**src/rtl/eeprom_bus_target.sv**
```systemverilog
module eeprom_bus_target #(
  parameter int          ADDR_W       = 14,
  parameter int          WRITE_CYCLES = 500,
  parameter logic [3:0]  DEV_CODE     = 4'b1010
) (
  input  logic              clk,
  input  logic              rst_n,
  input  logic              scl_in,
  input  logic              sda_in,
  input  logic [2:0]        sel_strap,
  output logic              sda_pull,
  output logic [ADDR_W-1:0] mem_addr,
  output logic              mem_we,
  output logic [7:0]        mem_wdata,
  input  logic [7:0]        mem_rdata
);
  localparam int HI_W  = ADDR_W - 8;
  localparam int CNT_W = $clog2(WRITE_CYCLES + 1);

  typedef enum logic [2:0] {S_IDLE, S_CTRL, S_AHI, S_ALO, S_WDAT, S_RDAT, S_SKIP} st_t;

  st_t               st;
  logic              scl_q, sda_q;
  logic [3:0]        bit_cnt;
  logic [7:0]        sreg;
  logic [6:0]        tx;
  logic              rd_dir;
  logic [HI_W-1:0]   addr_hi;
  logic [ADDR_W-1:0] ptr;
  logic [7:0]        wbuf;
  logic              wpend, we_r;
  logic [CNT_W-1:0]  busy_cnt;

  wire scl_rise  = scl_in & ~scl_q;
  wire scl_fall  = ~scl_in & scl_q;
  wire start_det = scl_in & scl_q & sda_q & ~sda_in;
  wire stop_det  = scl_in & scl_q & ~sda_q & sda_in;
  wire busy      = busy_cnt != '0;
  wire ctrl_hit  = (sreg[7:4] == DEV_CODE) && (sreg[3:1] == sel_strap);
  wire rx_state  = (st == S_CTRL) || (st == S_AHI) || (st == S_ALO) || (st == S_WDAT);

  assign mem_addr  = ptr;
  assign mem_we    = we_r;
  assign mem_wdata = wbuf;

  always_ff @(posedge clk or negedge rst_n) begin
    if (!rst_n) begin
      scl_q <= 1'b1;
      sda_q <= 1'b1;
    end else begin
      scl_q <= scl_in;
      sda_q <= sda_in;
    end
  end

  always_ff @(posedge clk or negedge rst_n) begin
    if (!rst_n)
      busy_cnt <= '0;
    else if (we_r)
      busy_cnt <= CNT_W'(WRITE_CYCLES);
    else if (busy)
      busy_cnt <= busy_cnt - 1'b1;
  end

  always_ff @(posedge clk or negedge rst_n) begin
    if (!rst_n) begin
      st       <= S_IDLE;
      bit_cnt  <= '0;
      sreg     <= '0;
      tx       <= '0;
      rd_dir   <= 1'b0;
      addr_hi  <= '0;
      ptr      <= '0;
      wbuf     <= '0;
      wpend    <= 1'b0;
      we_r     <= 1'b0;
      sda_pull <= 1'b0;
    end else begin
      we_r <= 1'b0;
      if (we_r)
        ptr <= ptr + 1'b1;
      if (start_det) begin
        st       <= S_CTRL;
        bit_cnt  <= '0;
        sda_pull <= 1'b0;
        wpend    <= 1'b0;
      end else if (stop_det) begin
        st       <= S_IDLE;
        bit_cnt  <= '0;
        sda_pull <= 1'b0;
        wpend    <= 1'b0;
        if (wpend) we_r <= 1'b1;
      end else if (rx_state) begin
        if (scl_rise) begin
          if (bit_cnt < 4'd8) begin
            sreg    <= {sreg[6:0], sda_in};
            bit_cnt <= bit_cnt + 4'd1;
          end else if (bit_cnt == 4'd8) begin
            bit_cnt <= 4'd9;
          end
        end else if (scl_fall) begin
          if (bit_cnt == 4'd8) begin
            case (st)
              S_CTRL: begin
                rd_dir <= sreg[0];
                if (ctrl_hit && !busy) sda_pull <= 1'b1;
                else                   st <= S_SKIP;
              end
              S_AHI: begin
                addr_hi  <= sreg[HI_W-1:0];
                sda_pull <= 1'b1;
              end
              S_ALO: begin
                ptr      <= {addr_hi, sreg};
                sda_pull <= 1'b1;
              end
              default: begin
                wbuf     <= sreg;
                wpend    <= 1'b1;
                sda_pull <= 1'b1;
              end
            endcase
          end else if (bit_cnt == 4'd9) begin
            bit_cnt  <= '0;
            sda_pull <= 1'b0;
            case (st)
              S_CTRL: begin
                if (rd_dir) begin
                  st       <= S_RDAT;
                  tx       <= mem_rdata[6:0];
                  sda_pull <= ~mem_rdata[7];
                end else begin
                  st <= S_AHI;
                end
              end
              S_AHI:   st <= S_ALO;
              default: st <= S_WDAT;
            endcase
          end
        end
      end else if (st == S_RDAT) begin
        if (scl_rise) begin
          if (bit_cnt < 4'd8)
            bit_cnt <= bit_cnt + 4'd1;
          else if (bit_cnt == 4'd8) begin
            if (sda_in) st <= S_SKIP;
            else        bit_cnt <= 4'd9;
          end
        end else if (scl_fall) begin
          if (bit_cnt >= 4'd1 && bit_cnt <= 4'd7) begin
            sda_pull <= ~tx[6];
            tx       <= {tx[5:0], 1'b0};
          end else if (bit_cnt == 4'd8) begin
            sda_pull <= 1'b0;
            ptr      <= ptr + 1'b1;
          end else if (bit_cnt == 4'd9) begin
            tx       <= mem_rdata[6:0];
            sda_pull <= ~mem_rdata[7];
            bit_cnt  <= '0;
          end
        end
      end
    end
  end

  AST_SDA_STABLE_HIGH: assert property (@(posedge clk) disable iff (!rst_n)
    (scl_q && $past(scl_q)) |-> $stable(sda_pull));

  AST_SINGLE_STROBE: assert property (@(posedge clk) disable iff (!rst_n)
    mem_we |=> !mem_we);

  AST_POINTER_STEP: assert property (@(posedge clk) disable iff (!rst_n)
    $past(mem_we) |-> (mem_addr == ADDR_W'($past(mem_addr) + 1'b1)));

  AST_BUSY_SILENT: assert property (@(posedge clk) disable iff (!rst_n)
    busy |-> !sda_pull);

  AST_STROBE_NOT_BUSY: assert property (@(posedge clk) disable iff (!rst_n)
    mem_we |-> !busy);

  AST_SKIP_RELEASED: assert property (@(posedge clk) disable iff (!rst_n)
    (st == S_SKIP || st == S_IDLE) |-> !sda_pull);
endmodule

```
**config.mk**
```make
export PLATFORM = sky130hd
export DESIGN_NAME = eeprom_bus_target
export DESIGN_NICKNAME = d
export VERILOG_FILES = /design/src/rtl/eeprom_bus_target.sv
export SDC_FILE = /design/constraint.sdc
export NUM_CORES = 1
export LEC_CHECK = 0
export ABC_AREA = 0
export CORE_ASPECT_RATIO = 1.5
export CORE_MARGIN = 4
export CORE_UTILIZATION = 52
export CTS_CLUSTER_DIAMETER = 100
export DETAILED_ROUTE_END_ITERATION = 7
export PLACE_DENSITY = 0.81
export SETUP_SLACK_MARGIN = 0.5
export SYNTH_ARGS = -nofsm -noshare
export SYNTH_HDL_FRONTEND = slang
export SYNTH_SLANG_ARGS = --single-unit
```
**constraint.sdc**
```tcl
create_clock -name clk -period 2.1 [get_ports clk]
set_input_delay 0.42 -clock clk [delete_from_list [all_inputs] [get_ports clk]]
set_output_delay 0.42 -clock clk [all_outputs]
set_load 0.02 [all_outputs]
```
==> summary.txt <==
Status: finished with violations
Failing checks: negative setup slack
Total inserted antenna cells: 0
Leading cell type in the layout, fill and taps excluded: buf_4
Iteration count of the initial detailed-routing pass: 8
Synth area leader: dfrtp_1
Multi-input logic area: 2860 um2
HP Class: input pin to async pin
Pwr per Cell Area: 976 nW/um2
PortBufs: 38
Routed via count: 4197
Post-Syn Nets: 422
Largest delay share family, worst path: simple AND/OR/NAND/NOR gates
Num CTS Buffers: 9
Worst Skew: 0.0111 ns
Number of synthesis warnings: 0
Post-layout minimum cycle time: 2.28 ns
Storage cell area: 1640 um2
Fin. max-slew vios: 0
WS Path Type: register to register
Final worst slack: -0.177 ns
Drt drc: 0
Critical path, cell by cell: inv_2 -> ha_4 -> nand3b_1 -> buf_12 -> or4_4 -> a21oi_4 -> buf_6 -> o22ai_2 -> a21oi_1
Syn-to-layout area delta: 56.3%
Most frequent cells in the layout: buf_4, dfrtp_1, mux2_4, buf_6, nand2_1
Die H: 115 um
Top post-synthesis cells by area: dfrtp_1, mux2_2, xnor2_1, mux2_1, ha_1
Final Util: 0.844
CP required: 2.40 ns
Total track usage: 0.289
Clock root buffer: clkbuf_8
Sink Count: 65
Layout cells sized above 1: 0.507
R2R Path End: mem_addr[10]
Max-Cap Viols: 0
Max FO, Critical Path: 5
Worst Reg-to-Reg Cells: 9
WP data arrival: 2.58 ns
Worst Path Buf+Inv: 3
Initial antenna violation count: 0
Worst Setup End Kind: register
Initial Util: 0.540
Violation count after the first detailed-route iteration: 421
Final nets: 559
CTS tree: yes
Async SR Flop Fraction: 1.00
Die W: 79.5 um
Later-pin clock latency in the skew report: 0.38 ns
Post-synth EDFFs: 0
Routability Congestion: 0.958
Die area: 9150 um2
Hold buffer count at cts: 0
Fmax: 0.439 GHz
First-pass GRT wire length: 20300 um
Final setup viols: 36
Cell Area, Synth: 3980 um2
Ports: 39
Leak: 2.70 nW
Vias/cell: 6.56
RSZ-0062 raised after global routing: yes
Post-route cell area: 6220 um2
Vias in the first global route: 3981
Startpoint types: register
Slowest-stage cell, CP: or4_4
CTS clock-pin slew for the worst setup and hold paths: 0.09 ns
Origin of the critical flop-to-flop path: bit_cnt[1]
Largest net degree at the start of global routing: 66
Critical path origin: bit_cnt[1]
DP Wirelength: 7860 um
Yosys top cell area share: 0.396
Worst relative slew slack: 0.585
Yosys reg bits: 65
Register area share after synthesis: 0.409
CTS H-tree lvls: 3
Core area: 7370 um2
Max VDD drop: 705 uV
Final Hold Viols: 0
Synth Instances: 398
Placed cell area: 5080 um2
Site Rows: 38
Antenna Nets Post-Route: 0
Clock tree buffer depth: 2
Total gr overflow: 0
R2R setup slack: -0.18 ns
Slew @ Worst Pin: 0.616 ns
Post-synth top flop: dfrtp_1
Final period util: 1.08
Syn avg cell area: 10.0 um2
Slowest cell delay on critical path: 0.53 ns
Total wire length: 15300 um
Cell variety after synth: 74
Fill count: 327
WL/cell: 23.9 um
==> worst max path at each step <==
stage	slack (ns)	endpoint	depth (start not counted)
floorplan	0.03	mem_addr[5]	7
global placement	-0.41	st[1]	8
detailed placement	-0.45	addr_hi[5]	9
CTS	0.03	mem_addr[10]	9
global route	-0.27	mem_addr[5]	8
finish	-0.18	mem_addr[10]	9
==> Yosys cell counts (3+ instances only) <==
master    instances
and3_1            4
xor2_1           10
nand2b_1          4
o31ai_1           4
nand4_1           9
clkbuf_1          8
mux2_1           14
o22ai_1           7
a21oi_1          15
o221ai_1          4
nor2b_1           5
o21ai_0          11
xnor2_1          19
nor2_1           25
inv_1            12
nor2_2            3
nor3_2            4
mux2i_1           3
a211oi_1          3
o31a_1            3
o21ai_1          10
o21a_1            4
nand2_1          29
dfrtp_1          63
buf_2            11
nand3_1          11
mux2_2           24
nor3b_1           3
ha_1              9
nor3_1           12
==> sequential cells by signal (all words and copies together) (netlist names) <==
name and cells:
mem_we 1, rd_dir 1, wpend 1, mem_addr 14, st 3, sreg 8
busy_cnt 9, tx 7, sda_q 1, mem_wdata 8, scl_q 1, bit_cnt 4
addr_hi 6, sda_pull 1
==> logic make-up (layout without fill, tap and decap cells) <==
| kind of cell | Yosys count | in the layout | share of synthesized area |
|---|---|---|---|
| fa+ha+maj | 9 | 9 | 0.0283 |
| mux | 42 | 42 | 0.119 |
| compound gates | 94 | 94 | 0.173 |
| flops | 65 | 65 | 0.409 |
| buf+inv | 33 | 175 | 0.0355 |
| xor+xnor | 29 | 29 | 0.0638 |
| simple gates | 126 | 126 | 0.171 |
==> final cells by class <==
class,count,share of cell area
Multi-Input combinational cell,300,0.460
Sequential cell,65,0.264
Timing Repair Buffer,146,0.215
Tap cell,100,0.0201
Clock buffer,9,0.0199
Clock inverter,7,0.0125
Inverter,13,0.00905
==> through the flow <==
step / TNS, ns / hold WS (ns) / worst slack, ns / cells / total power, mW
2_1_floorplan: 0 / 0.124 / 0.0261 / 398 / 3.04
3_3_place_gp: -15.49 / 0.461 / -0.412 / 582 / 3.88
3_5_place_dp: -18.32 / 0.463 / -0.448 / 582 / 3.96
4_1_cts: 0 / 0.0731 / 0.0341 / 620 / 5.27
5_1_grt: -3.98 / 0.0905 / -0.275 / 640 / 6.28
6_report: -2.65 / 0.0604 / -0.177 / 640 / 6.07
==> what timing repair did <==
action / in CTS / in global routing
buffers inserted: 21 / 20
cloned: 1 / 0
resized for setup: 104 / 99
pin swaps: 29 / 30
endpoints found under the setup margin: 79 / 72
==> where the power goes <==
part / switching [mW] / total, mW / internal (mW)
sequential: 0.376 / 1.88 / 1.50
combinational: 1.58 / 3.04 / 1.47
clock: 0.592 / 1.15 / 0.558
==> metal layers <==
layer,GRT usage,vias up,wire length [um],share of wire
met2,0.501,310,7760,0.51
met5,0,-,0,0
li1,-,1757,-,-
met1,0.326,2016,5390,0.35
met4,0.175,0,981,0.064
met3,0.0525,114,1190,0.078
Note: power is estimated with default switching activity, not from simulation.
